<file path="src/rtl/dac_rb_pkg.sv">
package dac_rb_pkg;

  typedef enum logic [1:0] {
    RGN_STAGE  = 2'd0,
    RGN_CEIL   = 2'd1,
    RGN_LIVE   = 2'd2,
    RGN_GLOBAL = 2'd3
  } region_e;

  localparam int GIDX_BCAST = 0;
  localparam int GIDX_BMASK = 1;
  localparam int GIDX_SMASK = 2;

endpackage

</file>
<file path="src/rtl/dac_rb_decode.sv">
module dac_rb_decode
  import dac_rb_pkg::*;
#(
  parameter int CH_W = 3,
  parameter int NCH  = 1 << CH_W
) (
  input  logic              wr_en,
  input  logic [CH_W+1:0]   addr,
  output logic [NCH-1:0]    stage_we,
  output logic [NCH-1:0]    ceil_we,
  output logic              bcast_we,
  output logic              bmask_we,
  output logic              smask_we
);

  region_e         rgn;
  logic [CH_W-1:0] idx;

  assign rgn = region_e'(addr[CH_W+1:CH_W]);
  assign idx = addr[CH_W-1:0];

  for (genvar i = 0; i < NCH; i++) begin : g_sel
    assign stage_we[i] = wr_en && (rgn == RGN_STAGE) && (idx == CH_W'(i));
    assign ceil_we[i]  = wr_en && (rgn == RGN_CEIL)  && (idx == CH_W'(i));
  end

  assign bcast_we = wr_en && (rgn == RGN_GLOBAL) && (idx == CH_W'(GIDX_BCAST));
  assign bmask_we = wr_en && (rgn == RGN_GLOBAL) && (idx == CH_W'(GIDX_BMASK));
  assign smask_we = wr_en && (rgn == RGN_GLOBAL) && (idx == CH_W'(GIDX_SMASK));

endmodule

</file>
<file path="src/rtl/dac_rb_channel.sv">
module dac_rb_channel #(
  parameter int CODE_W = 13,
  parameter int LIM_W  = 6
) (
  input  logic              clk,
  input  logic              rst,
  input  logic              stage_we,
  input  logic              ceil_we,
  input  logic              bcast_hit,
  input  logic              sync_mode,
  input  logic              load,
  input  logic [CODE_W-1:0] wcode,
  input  logic [LIM_W-1:0]  wceil,
  output logic [CODE_W-1:0] stage_q,
  output logic [CODE_W-1:0] live_q,
  output logic [LIM_W-1:0]  ceil_q
);

  localparam int LOW_W = CODE_W - LIM_W;

  function automatic logic [CODE_W-1:0] clamp_code(
    input logic [CODE_W-1:0] code,
    input logic [LIM_W-1:0]  lim
  );
    if (code[CODE_W-1 -: LIM_W] > lim)
      return {lim, {LOW_W{1'b1}}};
    return code;
  endfunction

  always_ff @(posedge clk) begin
    if (rst) begin
      ceil_q <= '1;
    end else if (ceil_we) begin
      ceil_q <= wceil;
    end
  end

  always_ff @(posedge clk) begin
    if (rst) begin
      stage_q <= '0;
    end else if (stage_we || bcast_hit) begin
      stage_q <= wcode;
    end
  end

  always_ff @(posedge clk) begin
    if (rst) begin
      live_q <= '0;
    end else if (stage_we && !sync_mode) begin
      live_q <= clamp_code(wcode, ceil_q);
    end else if (bcast_hit && !stage_we) begin
      live_q <= clamp_code(wcode, ceil_q);
    end else if (load) begin
      live_q <= clamp_code(stage_q, ceil_q);
    end
  end

endmodule

</file>
<file path="src/rtl/dac_rb_readmux.sv">
module dac_rb_readmux
  import dac_rb_pkg::*;
#(
  parameter int CH_W   = 3,
  parameter int NCH    = 1 << CH_W,
  parameter int CODE_W = 13,
  parameter int LIM_W  = 6,
  parameter int DATA_W = 16
) (
  input  logic [CH_W+1:0]   addr,
  input  logic [CODE_W-1:0] stage_a [NCH],
  input  logic [CODE_W-1:0] live_a  [NCH],
  input  logic [LIM_W-1:0]  ceil_a  [NCH],
  input  logic [NCH-1:0]    bmask,
  input  logic [NCH-1:0]    smask,
  output logic [DATA_W-1:0] rd_next
);

  region_e         rgn;
  logic [CH_W-1:0] idx;

  assign rgn = region_e'(addr[CH_W+1:CH_W]);
  assign idx = addr[CH_W-1:0];

  always_comb begin
    rd_next = '0;
    unique case (rgn)
      RGN_STAGE: rd_next = DATA_W'(stage_a[idx]);
      RGN_CEIL:  rd_next = DATA_W'(ceil_a[idx]);
      RGN_LIVE:  rd_next = DATA_W'(live_a[idx]);
      RGN_GLOBAL: begin
        if (idx == CH_W'(GIDX_BMASK))      rd_next = DATA_W'(bmask);
        else if (idx == CH_W'(GIDX_SMASK)) rd_next = DATA_W'(smask);
        else                               rd_next = '0;
      end
      default: rd_next = '0;
    endcase
  end

endmodule

</file>
<file path="src/rtl/dac_regbank.sv">
module dac_regbank #(
  parameter int CH_W   = 3,
  parameter int CODE_W = 13,
  parameter int LIM_W  = 6,
  parameter int DATA_W = 16,
  parameter int NCH    = 1 << CH_W,
  parameter int ADDR_W = CH_W + 2
) (
  input  logic                    clk,
  input  logic                    rst,
  input  logic                    wr_en,
  input  logic [ADDR_W-1:0]       addr,
  input  logic [DATA_W-1:0]       wdata,
  input  logic                    load,
  output logic [DATA_W-1:0]       rdata,
  output logic [NCH*CODE_W-1:0]   active_bus
);

  logic [NCH-1:0]    stage_we;
  logic [NCH-1:0]    ceil_we;
  logic              bcast_we;
  logic              bmask_we;
  logic              smask_we;
  logic [NCH-1:0]    bmask_q;
  logic [NCH-1:0]    smask_q;
  logic [CODE_W-1:0] stage_a [NCH];
  logic [CODE_W-1:0] live_a  [NCH];
  logic [LIM_W-1:0]  ceil_a  [NCH];
  logic [DATA_W-1:0] rd_next;

  dac_rb_decode #(
    .CH_W (CH_W),
    .NCH  (NCH)
  ) u_decode (
    .wr_en    (wr_en),
    .addr     (addr),
    .stage_we (stage_we),
    .ceil_we  (ceil_we),
    .bcast_we (bcast_we),
    .bmask_we (bmask_we),
    .smask_we (smask_we)
  );

  always_ff @(posedge clk) begin
    if (rst) begin
      bmask_q <= '0;
      smask_q <= '0;
    end else begin
      if (bmask_we) bmask_q <= wdata[NCH-1:0];
      if (smask_we) smask_q <= wdata[NCH-1:0];
    end
  end

  for (genvar i = 0; i < NCH; i++) begin : g_ch
    dac_rb_channel #(
      .CODE_W (CODE_W),
      .LIM_W  (LIM_W)
    ) u_ch (
      .clk       (clk),
      .rst       (rst),
      .stage_we  (stage_we[i]),
      .ceil_we   (ceil_we[i]),
      .bcast_hit (bcast_we && bmask_q[i]),
      .sync_mode (smask_q[i]),
      .load      (load),
      .wcode     (wdata[CODE_W-1:0]),
      .wceil     (wdata[LIM_W-1:0]),
      .stage_q   (stage_a[i]),
      .live_q    (live_a[i]),
      .ceil_q    (ceil_a[i])
    );
    assign active_bus[i*CODE_W +: CODE_W] = live_a[i];
  end

  dac_rb_readmux #(
    .CH_W   (CH_W),
    .NCH    (NCH),
    .CODE_W (CODE_W),
    .LIM_W  (LIM_W),
    .DATA_W (DATA_W)
  ) u_rd (
    .addr    (addr),
    .stage_a (stage_a),
    .live_a  (live_a),
    .ceil_a  (ceil_a),
    .bmask   (bmask_q),
    .smask   (smask_q),
    .rd_next (rd_next)
  );

  always_ff @(posedge clk) begin
    if (rst) rdata <= '0;
    else     rdata <= rd_next;
  end

endmodule

</file>
<file path="config.mk">
export PLATFORM = sky130hd
export DESIGN_NAME = dac_regbank
export DESIGN_NICKNAME = d
export VERILOG_FILES = /design/src/rtl/dac_rb_pkg.sv /design/src/rtl/dac_rb_decode.sv /design/src/rtl/dac_rb_channel.sv /design/src/rtl/dac_rb_readmux.sv /design/src/rtl/dac_regbank.sv
export SDC_FILE = /design/constraint.sdc
export NUM_CORES = 1
export LEC_CHECK = 0
export BUFFER_PORTS_ARGS = -buffer_cell sky130_fd_sc_hd__buf_4
export CORE_MARGIN = 4
export CORE_UTILIZATION = 50
export DETAILED_ROUTE_END_ITERATION = 10
export PLACE_DENSITY = 0.72
export SKIP_CTS_REPAIR_TIMING = 1
export SYNTH_ARGS = -nofsm -noshare
export SYNTH_HDL_FRONTEND = slang
export SYNTH_HIERARCHICAL = 1
export SYNTH_SLANG_ARGS = --single-unit
</file>
<file path="constraint.sdc">
create_clock -name clk -period 4.9 [get_ports clk]
set_input_delay 0.98 -clock clk [delete_from_list [all_inputs] [get_ports clk]]
set_output_delay 0.98 -clock clk [all_outputs]
set_load 0.005 [all_outputs]
</file>
# Word level (Yosys, flattened, before mapping)

Index checks and enable logic that the tools add are counted.

$add $sub $neg: 0
Multipliers: 0
Divide/modulo/power cells: 0
Magnitude comparators: 17
Equality and inequality tests: 10
Shift operators: 0
Mux-type cells: 164
Bitwise logic cells: 1
Reduce and logical (&&, ||, !) cells: 80

Operator list:

| kind                                                      | number |
|---|---|
| two-way mux 13 bit                                        | 68 |
| > comparator 6 bit                                        | 16 |
| two-way mux 1 bit                                         | 88 |
| binary-select mux 13 bit (select 3 bit)                   | 2 |
| one-hot mux 16 bit (4 select lines)                       | 1 |
| logical AND 1 bit                                         | 46 |
| nonzero test 3 bit                                        | 8 |
| binary-select mux 6 bit (select 3 bit)                    | 1 |
| zero test 1 bit                                           | 16 |
| two-way mux 16 bit                                        | 1 |
| == test 3 bit (second input constant)                     | 4 |
| two-way mux 6 bit                                         | 2 |
| logical OR 1 bit                                          | 8 |
| two-way mux 8 bit                                         | 1 |
| == test 3 x 2 -> 1 bit (second input constant)            | 2 |
| == test 2 bit (second input constant)                     | 2 |
| greater-or-equal comparator 4 bit (second input constant) | 1 |
| inverter 3 -> 4 bit                                       | 1 |
| == test 3 x 1 -> 1 bit (second input constant)            | 1 |
| zero test 3 bit                                           | 1 |
| == test 2 x 1 -> 1 bit (second input constant)            | 1 |
| zero test 2 bit                                           | 1 |

Register bits: 288
Bits in latches: 0
RAM bits: 0
Bits in read-only memories: 0
Bits of input ports: 25
Output and inout port bits: 120
Word-level logic and storage cells: 299
Memories: 0

# Logic depth before layout (Yosys ltp)

Depth in word-level cells: 12
Mapped depth: 10
Mapped depth without buffers: 9

# Modules after synthesis

Netlist, hierarchy kept.

By module, submodules not included:

| module                             | times used | cells each | area an instance (um2) | seq. area each (um2) |
|---|---|---|---|---|
| dac_rb_channel at g_ch[0].u_ch ... | 6          | 194        | 1652.8                 | 640.6 |
| dac_rb_readmux                     | 1          | 198        | 2272.2                 | 0.0 |
| dac_rb_channel at g_ch[6].u_ch     | 1          | 207        | 1729.2                 | 640.6 |
| dac_rb_channel at g_ch[7].u_ch     | 1          | 196        | 1650.3                 | 640.6 |
| dac_regbank                        | 1          | 93         | 1048.5                 | 640.6 |
| dac_rb_decode                      | 1          | 32         | 177.7                  | 0.0 |

# Least setup slack after synthesis

No wires, ideal clock.

Path type: input to register
From: in addr[2]
To: reg g_ch[3].u_ch.live_q[0]
Library setup time: 0.058 ns
Arrival time: 2.911 ns
Required time: 4.842 ns
Slack: 1.931 ns
Stages on the path: 9
Buffers on the path: 1
Path through: or4b_4 > nor2_2 > and2_1 > nor2_1 > a21oi_1 > nor2_1 > dlygate4sd1_1 > a2111oi_0 > a31o_2

Cells in the longest elaborated chain, start to end: 6
Elaborated cells between the ends (all ways): 11
Those cells by class: eq/ne (1); mux (2); reduce/logical (8)

Ends and longest elaborated chain:

| what                   | RTL line             | text |
|---|---|---|
| start: declaration     | dac_regbank.sv:12    | `input logic [ADDR_W-1:0] addr,` |
| zero test 3 bit *      | dac_rb_decode.sv:27  | `assign bcast_we = wr_en && (rgn == RGN_GLOBAL) && (idx == CH_W'(GIDX_BCAST));` |
| logical AND 1 bit *    | dac_rb_decode.sv:27  |  |
| net bcast_we           | dac_regbank.sv:21    | `logic bcast_we;` |
| logical AND 1 bit *    | dac_regbank.sv:63    | `.bcast_hit (bcast_we && bmask_q[i]),` |
| logical AND 1 bit *    | dac_rb_channel.sv:51 | `end else if (bcast_hit && !stage_we) begin` |
| two-way mux 13 bit     | dac_rb_channel.sv:51 |  |
| two-way mux 13 bit     | dac_rb_channel.sv:49 | `end else if (stage_we && !sync_mode) begin` |
| end signal: assignment | dac_rb_channel.sv:50 | `live_q <= clamp_code(wcode, ceil_q);` |
| end signal: assignment | dac_rb_channel.sv:52 | `live_q <= clamp_code(wcode, ceil_q);` |
| end signal: assignment | dac_rb_channel.sv:54 | `live_q <= clamp_code(stage_q, ceil_q);` |
| end: declaration       | dac_rb_channel.sv:15 | `output logic [CODE_W-1:0] live_q,` |

The timed path passes the listed nets; every way through them passes the cells marked *.
A chain may end at the register's enable or synchronous reset.

# Worst setup path in the final report

From: in addr[3]
To: reg g_ch[3].u_ch.live_q[6]

Cells in the longest elaborated chain, start to end: 7
Elaborated cells between the ends (all ways): 13
Those cells by class: eq/ne (1); mux (2); reduce/logical (10)

Ends and longest elaborated chain:

| what                             | RTL line             | text |
|---|---|---|
| zero test 2 bit *                | dac_rb_decode.sv:23  | `assign stage_we[i] = wr_en && (rgn == RGN_STAGE) && (idx == CH_W'(i));` |
| logical AND 1 bit * (2 in a row) | dac_rb_decode.sv:23  |  |
| net stage_we[3]                  | dac_regbank.sv:19    | `logic [NCH-1:0] stage_we;` |
| zero test 1 bit                  | dac_rb_channel.sv:51 |  |
| logical AND 1 bit                | dac_rb_channel.sv:51 |  |
| two-way mux 13 bit               | dac_rb_channel.sv:51 |  |
| two-way mux 13 bit               | dac_rb_channel.sv:49 |  |

Marked as above.

==> key figures <==
Clocking
  – CTS clock-pin slew for the worst setup and hold paths: 0.06 ns
  – CTS Buf Count: 34
  – Worst-case clock buffer depth: 3
  – Root cell of the clock tree: clkbuf_16
  – Max H-tree Level: 2
  – Clock latency on the worst-skew pair: 0.52 ns
  – CTS tree: done
  – Clk sinks: 288

Outcome
  – Status: finished, final reports clean

STA
  – # setup viols final: 0
  – Final hold vios: 0
  – Crit share post-route: 78.6%
  – Worst Clk Skew: 0.0141 ns
  – Max frequency: 0.260 GHz
  – Final worst-path setup slack: 1.05 ns
  – Slew HR: 22.6%
  – Unrepaired setup endpoints after global routing: false
  – Worst-Margin Slew: 1.16 ns
  – Post-layout min period: 3.85 ns
  – Fin. max-slew vios: 0
  – Setup TNS: 0 ns

Layout
  – Final Cell Area: 18900 sq um
  – Most frequent cells in the layout: nand2_1, dfxtp_1, buf_4
  – Combined area of the multi-input logic cells: 9770 sq um
  – Reg area: 5770 sq um
  – Synth-to-Final Area Change: 12.5%
  – Most common cell after layout, fill and taps aside: nand2_1
  – Filler instances: 3000
  – Net count, final: 2089
  – Non-filler cells, final: 2433
  – Layout cells sized above 1: 20.6%

Synth
  – Post-synth EDFFs: 0
  – Post-synth ARST share: 0%
  – Synth Register Bits: 288
  – Sequential share of the synthesized area: 34.3%
  – Yosys warns: 6
  – Ys flop type: dfxtp_1
  – Synth unique cells: 71
  – Avg Cell Area, Syn: 8.89 sq um
  – Post-Syn Instances: 1890
  – Cell area after synthesis: 16800 sq um

Global routing
  – First-pass GRT wire length: 90.1 mm
  – Total GRT Usage: 31.8%
  – Grt ovf: 0
  – Initial antenna violation count: 0
  – Vias in the first global route: 14900
  – Largest net degree at the start of global routing: 98

Placement
  – RD Place Congestion: 1.01
  – Placement Cell Area: 17800 sq um
  – Dpl ws: 0.605 ns
  – Placed instance count: 2374
  – I/O Buffers: 141
  – Dpl hpwl: 41.4 mm

Route
  – TritonRoute pass-1 iters: 6
  – Wire length per cell: 24.5 microns
  – Via count: 15700
  – Final WL: 59.7 mm
  – Routed vias/inst: 6.47
  – DRC errors left: 0
  – DR iter-0 viols: 1884
  – Antenna Violating Nets Remaining: 0

Die
  – CORE AREA: 32900 sq um
  – Die area: 36600 sq um
  – Die Wd: 191 microns
  – I/O pin cnt: 145
  – Chip Height: 191 microns
  – Row Count: 66
  – Initial Utilization: 51.1%

Worst hold path
  – Worst Hold Class: register to register

Worst setup path
  – Startpoint types: primary input
  – Max FO, Critical Path: 26
  – Crit Path Class: primary input to register
  – CP required: 5.31 ns
  – CP arrival: 4.26 ns
  – CP Capture Type: register

Power
  – VDD IR-drop max: 0.000157 V
  – Leakage power: 7.79 nW
  – PwrDens: 290 nW/um^2
  – Overall Power: 5.48 mW

Flow run
  – MaxCap Viol Count: 0
-- layer usage --
metal	track usage [%]	up-vias	wire, microns
met3	5.93	179	6520
li1	-	7023	-
met2	48.7	929	26500
met5	0	-	0
met1	44.6	7606	24100
met4	12.4	0	2610
-- synthesized netlist by cell type (all sizes together) (3+ instances only) --
| cell type | count | area [sq um] |
|---|---|---|
| mux2i | 52 | 521 |
| o221ai | 3 | 26.3 |
| o22ai | 13 | 87.6 |
| or3 | 7 | 73.8 |
| a31o | 49 | 429 |
| a21o | 18 | 144 |
| o21a | 7 | 52.6 |
| clkbuf | 63 | 357 |
| a2111oi | 49 | 438 |
| and4 | 9 | 78.8 |
| mux4 | 56 | 1260 |
| a21oi | 140 | 712 |
| dfxtp | 288 | 5770 |
| nand3 | 18 | 90.1 |
| a22o | 5 | 43.8 |
| nor2b | 38 | 238 |
| a221oi | 50 | 475 |
| buf | 59 | 418 |
| or2 | 18 | 113 |
| o21ai | 13 | 65.1 |
| o31a | 6 | 60.1 |
| o2111ai | 7 | 61.3 |
| nand2b | 6 | 37.5 |
| inv | 117 | 439 |
| nand4 | 9 | 62.6 |
| nor3 | 59 | 295 |
| nand2 | 346 | 1300 |
| mux2 | 18 | 203 |
| a21boi | 6 | 113 |
| nor2 | 125 | 479 |
| ha | 96 | 1200 |
| o21bai | 9 | 67.6 |
| a211oi | 49 | 398 |
| and2 | 9 | 58.8 |
| o211ai | 40 | 300 |
| a31oi | 10 | 113 |
| dlygate4sd1 | 6 | 52.6 |
-- metrics by stage --
stage / util [%] / hold WS [ns]
floorplan: - / 0.442
global placement: 54.2 / 0.454
detailed placement: 54.2 / 0.463
CTS: 57.5 / 0.471
global route: 57.5 / 0.492
finish: 57.5 / 0.471
-- worst max-delay path, stage by stage --
cell	delay [ns]
buf_4	0.33
or2_2	0.28
nor3_1	0.11
nor2_1	0.75
a21oi_1	0.36
nor2_1	0.98
a2111oi_0	0.17
a31o_2	0.27
-- sequential cells by signal (all words and copies together), names as in the netlist --
name / count
g_ch.u_ch/live_q: 104
g_ch.u_ch/ceil_q: 48
bmask_q: 8
smask_q: 8
rdata: 16
g_ch.u_ch/stage_q: 104
-- path summary, 6_finish.rpt --
check	from	endpoint	slack, ns	depth (start not counted)
max	addr[3]	g_ch[3].u_ch/live_q[6]	1.05	8
min	g_ch[5].u_ch/stage_q[3]	g_ch[5].u_ch/stage_q[3]	0.47	2
max reg2reg	bmask_q[3]	g_ch[3].u_ch/live_q[6]	1.78	6
min reg2reg	g_ch[5].u_ch/stage_q[3]	g_ch[5].u_ch/stage_q[3]	0.47	2
-- power by group --
part           internal, mW  switching [mW]  leakage [nW]
registers              2.38          0.0527          2.33
logic                 0.193           0.346          4.91
clock network          1.48            1.03         0.538
-- layout make-up --
cell class / count / share of cell area, %
diodes: 2 / 0.0265
clock buffers: 50 / 5.53
clock inverters: 7 / 0.238
inverters: 117 / 2.32
multi-input cells: 1359 / 51.7
flip-flops and latches: 288 / 30.5
well taps: 442 / 2.93
repair buffers: 168 / 6.76
-- cell families after synthesis --
group	count (synthesis)	synth area share (%)
compound gates	479	21.7
fa+ha+maj	96	7.15
buf+inv	245	7.54
flops	288	34.3
mux	126	11.8
other cells	1	0.0223
simple gates	655	17.4
Power figures use the tool's default switching activity.
